### config.mk
export PLATFORM = sky130hd
export DESIGN_NAME = refresh_scheduler
export DESIGN_NICKNAME = d
export VERILOG_FILES = /design/src/rtl/refresh_pkg.sv /design/src/rtl/refresh_timer.sv /design/src/rtl/refresh_request_counter.sv /design/src/rtl/refresh_sequencer.sv /design/src/rtl/refresh_scheduler.sv
export SDC_FILE = /design/constraint.sdc
export NUM_CORES = 1
export LEC_CHECK = 0
export ABC_CLOCK_PERIOD_IN_PS = 4500
export CORE_MARGIN = 2
export CORE_UTILIZATION = 30
export DETAILED_ROUTE_END_ITERATION = 7
export PLACE_DENSITY_LB_ADDON = 0.08
export SYNTH_ARGS = -nofsm -noshare
export SYNTH_HDL_FRONTEND = slang
export SYNTH_SLANG_ARGS = --single-unit
### constraint.sdc
create_clock -name clk -period 4.5 [get_ports clk]
set_input_delay 0.9 -clock clk [delete_from_list [all_inputs] [get_ports clk]]
set_output_delay 0.9 -clock clk [all_outputs]
set_load 0.005 [all_outputs]
### src/rtl/refresh_pkg.sv
// Shared types for the refresh scheduler: command codes and sequencer states.
// Assumes a 2-bit command bus decoded by the SDRAM pin driver downstream.
package refresh_pkg;

    typedef enum logic [1:0] {
        CMD_NOP  = 2'd0,
        CMD_PALL = 2'd1,
        CMD_REF  = 2'd2
    } rcmd_e;

    typedef enum logic [2:0] {
        ST_IDLE  = 3'd0,
        ST_PALL  = 3'd1,
        ST_PWAIT = 3'd2,
        ST_REF   = 3'd3,
        ST_RWAIT = 3'd4
    } rseq_e;

endpackage

### src/rtl/refresh_timer.sv
// Interval timer: a free-running prescaler gives a tick every 4^(sel-1)
// cycles. On each tick the interval counter is compared with the constant:
// on equality a one-cycle match pulse is raised and the count clears,
// otherwise it increments. Select 0 freezes the counter.
// Assumes settings are stable while the select is non-zero.
module refresh_timer #(
    parameter int SEL_W = 3,
    parameter int CNT_W = 8
) (
    input  logic             clk,
    input  logic             rst_n,
    input  logic [SEL_W-1:0] clk_sel,
    input  logic [CNT_W-1:0] cmp_val,
    output logic             match
);
    localparam int PRE_W = 2 * ((1 << SEL_W) - 2);

    logic [PRE_W-1:0] pre_q;
    logic [PRE_W:0]   pow_w;
    logic [PRE_W-1:0] low_mask;
    logic [SEL_W:0]   shamt;
    logic [CNT_W-1:0] cnt_q;
    logic             run;
    logic             tick;

    assign run = (clk_sel != '0);

    // Prescaler: free-running cycle counter shared by all selects.
    always_ff @(posedge clk) begin
        if (!rst_n) pre_q <= '0;
        else        pre_q <= pre_q + 1'b1;
    end

    // Tick decode: low 2*(sel-1) prescaler bits all ones.
    always_comb begin
        shamt    = {clk_sel - SEL_W'(1), 1'b0};
        pow_w    = (PRE_W+1)'(1) << shamt;
        low_mask = run ? PRE_W'(pow_w - 1'b1) : '0;
        tick     = run & (&(pre_q | ~low_mask));
    end

    assign match = tick && (cnt_q == cmp_val);

    // Interval counter: clear on match, count on tick, hold when stopped.
    always_ff @(posedge clk) begin
        if (!rst_n)     cnt_q <= '0;
        else if (match) cnt_q <= '0;
        else if (tick)  cnt_q <= cnt_q + 1'b1;
    end

endmodule

### src/rtl/refresh_request_counter.sv
// Pending-request counter: adds timer matches, removes requests taken by
// the sequencer, saturates at its maximum so no overflow wraps to zero.
// Assumes take is only asserted while the count is non-zero.
module refresh_request_counter #(
    parameter int PEND_W = 3
) (
    input  logic              clk,
    input  logic              rst_n,
    input  logic              add,
    input  logic              take,
    output logic [PEND_W-1:0] count
);
    localparam logic [PEND_W-1:0] PEND_MAX = '1;

    // Count update: add and take in one cycle cancel out.
    always_ff @(posedge clk) begin
        if (!rst_n)
            count <= '0;
        else if (add && !take && count != PEND_MAX)
            count <= count + 1'b1;
        else if (take && !add)
            count <= count - 1'b1;
    end

endmodule

### src/rtl/refresh_sequencer.sv
// Command sequencer: on a granted request issues PALL, pre_wait idle
// cycles, REF, rec_wait lockout cycles, repeated burst_len times (0 = 1).
// The command is decoded from the state register, one per cycle.
// Assumes wait and length settings stay fixed during a burst.
module refresh_sequencer
    import refresh_pkg::*;
#(
    parameter int LEN_W  = 3,
    parameter int WAIT_W = 2
) (
    input  logic              clk,
    input  logic              rst_n,
    input  logic              pending,
    input  logic              bus_idle,
    input  logic [LEN_W-1:0]  burst_len,
    input  logic [WAIT_W-1:0] pre_wait,
    input  logic [WAIT_W-1:0] rec_wait,
    output logic              take,
    output logic              busy,
    output rcmd_e             cmd
);
    rseq_e             st_q;
    logic [LEN_W-1:0]  left_q;
    logic [WAIT_W-1:0] wait_q;

    assign take = (st_q == ST_IDLE) && pending && bus_idle;
    assign busy = (st_q != ST_IDLE);

    // Command decode: only the PALL and REF states drive a command.
    always_comb begin
        case (st_q)
            ST_PALL: cmd = CMD_PALL;
            ST_REF:  cmd = CMD_REF;
            default: cmd = CMD_NOP;
        endcase
    end

    // State walk through one burst of precharge/refresh operations.
    always_ff @(posedge clk) begin
        if (!rst_n) begin
            st_q   <= ST_IDLE;
            left_q <= '0;
            wait_q <= '0;
        end else begin
            case (st_q)
                ST_IDLE: begin
                    if (take) begin
                        st_q   <= ST_PALL;
                        left_q <= (burst_len == '0) ? LEN_W'(1) : burst_len;
                    end
                end
                ST_PALL: begin
                    if (pre_wait == '0) begin
                        st_q <= ST_REF;
                    end else begin
                        st_q   <= ST_PWAIT;
                        wait_q <= pre_wait;
                    end
                end
                ST_PWAIT: begin
                    if (wait_q == WAIT_W'(1)) st_q <= ST_REF;
                    else                      wait_q <= wait_q - 1'b1;
                end
                ST_REF: begin
                    left_q <= left_q - 1'b1;
                    if (rec_wait != '0) begin
                        st_q   <= ST_RWAIT;
                        wait_q <= rec_wait;
                    end else if (left_q == LEN_W'(1)) begin
                        st_q <= ST_IDLE;
                    end else begin
                        st_q <= ST_PALL;
                    end
                end
                ST_RWAIT: begin
                    if (wait_q == WAIT_W'(1))
                        st_q <= (left_q == '0) ? ST_IDLE : ST_PALL;
                    else
                        wait_q <= wait_q - 1'b1;
                end
                default: st_q <= ST_IDLE;
            endcase
        end
    end

endmodule

### src/rtl/refresh_scheduler.sv
// Top of the SDRAM auto-refresh scheduler: interval timer, pending-request
// counter and command sequencer. Assumes settings are written while
// clk_sel is 0 and that bus_idle is only asserted when the bus may be taken.
module refresh_scheduler
    import refresh_pkg::*;
#(
    parameter int SEL_W  = 3,
    parameter int CNT_W  = 8,
    parameter int LEN_W  = 3,
    parameter int WAIT_W = 2,
    parameter int PEND_W = 3
) (
    input  logic              clk,
    input  logic              rst_n,
    input  logic [SEL_W-1:0]  clk_sel,
    input  logic [CNT_W-1:0]  cmp_val,
    input  logic [LEN_W-1:0]  burst_len,
    input  logic [WAIT_W-1:0] pre_wait,
    input  logic [WAIT_W-1:0] rec_wait,
    input  logic              bus_idle,
    output logic [1:0]        cmd,
    output logic              busy,
    output logic [PEND_W-1:0] rq_count
);
    logic  match;
    logic  take;
    rcmd_e cmd_e;

    refresh_timer #(.SEL_W(SEL_W), .CNT_W(CNT_W)) u_timer (
        .clk     (clk),
        .rst_n   (rst_n),
        .clk_sel (clk_sel),
        .cmp_val (cmp_val),
        .match   (match)
    );

    refresh_request_counter #(.PEND_W(PEND_W)) u_rq (
        .clk   (clk),
        .rst_n (rst_n),
        .add   (match),
        .take  (take),
        .count (rq_count)
    );

    refresh_sequencer #(.LEN_W(LEN_W), .WAIT_W(WAIT_W)) u_seq (
        .clk       (clk),
        .rst_n     (rst_n),
        .pending   (rq_count != '0),
        .bus_idle  (bus_idle),
        .burst_len (burst_len),
        .pre_wait  (pre_wait),
        .rec_wait  (rec_wait),
        .take      (take),
        .busy      (busy),
        .cmd       (cmd_e)
    );

    assign cmd = cmd_e;

endmodule

==> Yosys cells after proc, flatten, opt, wreduce, memory -nomap -nowiden <==
Cells that the tools add are included.
{ "totals": {"output_inout_bits": 6, "regBits": 31, "wordCells": 77, "input_bits": 21} }
{ "classes": {"eq_ne": 14, "muxes": 19, "bitwise_logic": 4, "shift": 1, "reduce_logical": 25, "addsub": 8} }
{ "ops": {"columns": ["cell", "count"], "rows": [
  ["two-way mux 3 bit", 8],
  ["case mux 3 bit (5 select lines)", 1],
  ["adder 12 x 1 -> 12 bit (second input constant)", 1],
  ["two-way mux 12 bit", 1],
  ["NOT 12 bit", 1],
  ["OR 12 bit", 1],
  ["AND reduction 12 bit", 1],
  ["nonzero test 3 bit", 4],
  ["<< shifter 1 x 4 -> 12 bit (first input constant)", 1],
  ["subtractor 12 x 1 -> 12 bit (second input constant)", 1],
  ["logical NOT 3 bit", 3],
  ["subtractor 3 x 1 -> 3 bit (second input constant)", 3],
  ["adder 8 x 1 -> 8 bit (second input constant)", 1],
  ["equality test 8 bit", 1],
  ["equality test 3 x 1 -> 1 bit (second input constant)", 2],
  ["equality test 3 x 2 -> 1 bit (second input constant)", 2],
  ["logical AND 1 bit", 6],
  ["two-way mux 2 bit", 3],
  ["inequality test 2 x 1 -> 1 bit (second input constant)", 3],
  ["inequality test 2 bit (second input constant)", 3],
  ["case mux 2 bit (3 select lines)", 1],
  ["case mux 3 bit (2 select lines)", 1],
  ["nonzero test 2 bit", 3],
  ["case mux 2 bit (2 select lines)", 1],
  ["other kinds (14)", 18]
]} }

==> Depth between registers and ports, before layout <==
{ "depth": {"depth_word": 13, "ltp_mapped": 17} }

==> Hierarchy <==
Synthesis repeated with hierarchy kept, for this count alone.
{ "unflattened": {"hier_cells": 271, "area_unflattened_um2": 2290.9} }
{ "modules_own_cells": {"columns": ["mod", "n_inst", "cells_per_inst", "area_each_um2"], "rows": [
  ["refresh_timer", 1, 162, 1472.7],
  ["refresh_sequencer", 1, 85, 613.1],
  ["refresh_request_counter", 1, 23, 198.9],
  ["refresh_scheduler", 1, 1, 6.3]
]} }

==> Least setup slack after synthesis <==
OpenSTA, ideal clock, no wires.
{ "synth_timing": {"kind": "input port to flip-flop", "start": "in clk_sel[0]", "end": "reg u_rq.count[2]", "arrival_ps": 3900, "setup_time_ps": 115, "stages": 17, "n_path_buf": 2, "path_slack_ps": 486, "path_cell_list": "buf_6 nor2_1 ha_1 buf_6 inv_1 or2b_2 ha_1 or2b_2 nor3_1 a311o_2 nor3b_1 nand3_1 fa_1 inv_1 o211ai_1 and3_1 o21a_1"} }
{ "synth_between": {"elab_chain_cells": 12, "word_cells_on_any_way": 16, "cone_classes": "add/sub: 2; shift: 1; mux: 2; bitwise: 3; reduce/logical: 8"} }
{ "synth_lines": {"columns": ["element", "line", "text"], "rows": [
  ["start: declaration", "refresh_scheduler.sv:15", "input logic [SEL_W-1:0] clk_sel,"],
  ["subtractor 3 x 1 -> 3 bit", "refresh_timer.sv:36", "shamt = {clk_sel - SEL_W'(1), 1'b0};"],
  ["<< shifter 1 x 4 -> 12 bit", "refresh_timer.sv:37", "pow_w = (PRE_W+1)'(1) << shamt;"],
  ["subtractor 12 x 1 -> 12 bit", "refresh_timer.sv:38", "low_mask = run ? PRE_W'(pow_w - 1'b1) : '0;"],
  ["two-way mux 12 bit", "refresh_timer.sv:38", null],
  ["NOT 12 bit", "refresh_timer.sv:39", "tick = run & (&(pre_q | ~low_mask));"],
  ["OR 12 bit", "refresh_timer.sv:39", null],
  ["AND reduction 12 bit", "refresh_timer.sv:39", null],
  ["bitwise AND 1 bit *", "refresh_timer.sv:39", null],
  ["logical AND 1 bit *", "refresh_timer.sv:42", "assign match = tick && (cnt_q == cmp_val);"],
  ["logical AND 1 bit or logical NOT 1 bit (tied branches)", "refresh_request_counter.sv:19, refresh_request_counter.sv:21", null],
  ["logical AND 1 bit, on equally long branches", "refresh_request_counter.sv:19, refresh_request_counter.sv:21", null],
  ["two-way mux 3 bit or nonzero test 2 bit (tied branches)", null, null],
  ["end signal: assignment", "refresh_request_counter.sv:20", "count <= count + 1'b1;"],
  ["end signal: assignment", "refresh_request_counter.sv:22", "count <= count - 1'b1;"],
  ["end: declaration", "refresh_request_counter.sv:11", "output logic [PEND_W-1:0] count"]
]} }
Mark *: on every way between the ends. The rest lies on a longest branch, timed or not.
A chain may end at the register's enable or synchronous reset.

==> Worst setup path after layout <==
{ "layout_timing": {"start": "in clk_sel[1]", "end": "reg u_rq.count[2]"} }
Same word-level chain as after synthesis.

==> flow_summary.toml <==
[synth]
synth_top_area_cell = "dfxtp_1"
synth_area_leaders = "dfxtp_1 (32%), xnor2_1 (6.2%), xor2_1 (5.3%)"
ys_warn_count = 0
yosysUniqueCellTypes = 48
syn_area_mm2 = 0.001966
synthFlopType = "dfxtp_1"
synth_top_area_share_pct = 31.57
syn_inst = 237
synth_edf_count = 0
syn_avg_cell_area_um2 = 8.294
ys_async_sr_fraction_pct = 0
yosysSeqAreaShare_pct = 31.57
syn_nets = 267
ys_ff_latch = 31

[worst_setup_path]
crit_family = "simple AND/OR/NAND/NOR gates"
max_stage_delay_ns = 0.42
crit_fanout = 4
start_kind = "primary input"
cp_data_arrival_time_ns = 4.32
cpMaxStageDelayCell = "clkdlybuf4s50_1"
worstSetupStartpoint = "clk_sel[1]"
crit_chain = "clkdlybuf4s50_1 > nor2_1 > ha_1 > inv_1 > or2b_2 > ha_1 > or2b_2 > nor3_1 > a311o_2 > nor3b_1 > nand3_1 > fa_1 > inv_1 > o211ai_1 > and3_1 > o21a_1"
r2r-start = "u_timer.pre_q[2]$_SDFF_PN0_"
cp-end-kind = "register"
crit_buf_inv = 3
crit_required_ns = 4.67
critPathKind = "primary input to register"

[finish]
final_common_cell = "dfxtp_1"
most-common-layout-cells = "dfxtp_1 (31), clkdlybuf4s50_1 (26), nand2_1 (21), nor2_1 (20), xnor2_1 (14)"
drive_above_1_share_pct = 8.955
nNetsFinal = 297
n_fill_cell = 652
area_growth_pct = 22.66
diodes = 0

[detailed_routing]
vias = 1638
vias_per_cell = 4.748
wl_met2_mm = 1.862
drt_iter0_markers = 55
wirelength_mm = 4.235
wl_per_cell_um = 12.28
drtPass1Iterations = 4
routed.top_layer = "met4"
dr_wl_met3_um = 159
ant_nets = 0
m1WireLength_mm = 2.170
route.detailed.drc = 0

[global_route]
grt_max_degree = 27
grt_first_pass_wirelength_mm = 7.417
grt_util_all_layers_pct = 12.55
grt_pass1_vias = 1593
grt-ovfl-total = 0
antenna_found_initial = 0

[floorplan]
chipHeight_um = 84.95
start_util_pct = 30.96
core_area_mm2 = 0.006350
rows = 29
die-width_um = 84.95
dieArea_mm2 = 0.007216
ios = 27

[power]
ir_drop_uv = 141.3
leakagePower_nw = 0.9244
power_density_mw_per_mm2 = 281.0

[place]
place_hpwl_mm = 3.082
gp_congestion = 0.7888
io_buffers = 26

[hold_path]
hp-class = "register to register"
min_from = "u_timer.pre_q[0]$_SDFF_PN0_"

[timing]
slew_violations = 0
fmax_mhz = 240.7
post-route-min-period_ns = 4.155
hold_viol = 0
skew_ns = 0.004798
period_share_pct = 92.34
rsz0062_at_grt = "no"
setup_viol = 0
tightest_slew_ns = 0.8902
slew-limit-headroom_pct = 40.46
whs_ns = 0.4402
setup_tns_ns = 0

[clock_tree]
cts_setup_buffers = 0
clk_latency_ns = 0.28
cts_made_buffers = 5
cts.sinks = 31
clockRootBuffer = "clkbuf_8"
htreeDepth = 2
postCtsHoldBufs = 0
cts_resized = 0
cts_tree = "built"
clockBufferDepth = 2
clk_pin_slew_ns = 0.06

[run]
drv_cap = 0

[run_status]
status = "finished, final reports clean"
[worst register-to-register path: stages (launching register included)]
cell,delay (ns)
dfxtp_1,0.42
o221ai_1,0.16
a311o_2,0.38
nor3b_1,0.26
nand3_1,0.15
fa_1,0.41
inv_1,0.06
o211ai_1,0.09
and3_1,0.20
o21a_1,0.17
[per-layer routing]
layer	up-vias	GRT usage [%]
met4	0	3.463
met1	726	16.89
met2	28	19.96
li1	880	-
met3	4	3.210
met5	-	0
[stage by stage]
step / instance area [µm²] / std cells / total power, mW / utilization [%] / setup WS, ns
floorplan: 1966 / 237 / 0.3913 / - / 0.4859
global placement: 2311 / 337 / 0.4467 / 36.39 / 0.1058
detailed placement: 2311 / 337 / 0.4461 / 36.39 / 0.04077
CTS: 2411 / 345 / 0.6910 / 37.97 / 0.3296
global route: 2411 / 345 / 0.7218 / 37.97 / 0.1139
finish: 2411 / 345 / 0.6775 / 37.97 / 0.3449
[path summary, 6_finish.rpt]
kind                            endpoint  slack (ns)  cells after the start
min reg2reg  u_timer.pre_q[0]$_SDFF_PN0_        0.44                      1
max           u_rq.count[2]$_SDFFE_PN0P_        0.34                     16
max reg2reg   u_rq.count[2]$_SDFFE_PN0P_        2.09                      9
min          u_timer.pre_q[0]$_SDFF_PN0_        0.44                      1
[power by group]
part           total [mW]  switching [mW]  internal, mW
combinational       0.136          0.0596        0.0765
clock               0.239           0.100         0.139
sequential          0.302          0.0164         0.286
total               0.678           0.176         0.501
[area by class of cell]
class	count	area [µm²]	share of cell area, %
inverters	13	48.80	2.024
flip-flops and latches	31	620.6	25.74
repair buffers	32	305.3	12.66
multi-input cells	184	1240	51.43
well taps	77	96.34	3.996
clock buffers	8	100.1	4.152
[Yosys cell counts, types with 3 or more instances]
master / instances
dfxtp_1: 31
nor4_1: 3
a31oi_1: 3
xnor2_1: 14
nand2b_1: 5
o22ai_1: 3
and3_1: 3
mux2i_1: 4
nor2b_1: 5
o21ai_0: 13
and2_1: 11
nand4_1: 3
clkbuf_1: 6
or3_1: 4
a21oi_1: 8
ha_1: 8
nor2_1: 20
nor3_1: 3
nand3_1: 8
xor2_1: 12
buf_6: 3
inv_1: 13
nand2_1: 21
o21a_1: 4
a21boi_0: 3
[sequential cells by signal, indices dropped and copies added, names as in the netlist]
| name | count |
|---|---|
| u_timer.cnt_q | 8 |
| u_timer.pre_q | 12 |
| u_rq.count | 3 |
| u_seq.st_q | 3 |
| u_seq.wait_q | 2 |
| u_seq.left_q | 3 |
[cell families after synthesis]
logic type / count (synthesis) / share of synthesized area, %
buf+inv: 22 / 5.347
xor+xnor: 26 / 11.59
simple gates: 98 / 27.69
mux: 5 / 2.610
compound gates: 46 / 15.09
flops: 31 / 31.57
fa+ha+maj: 9 / 6.111
(Power assumes the default switching activity.)
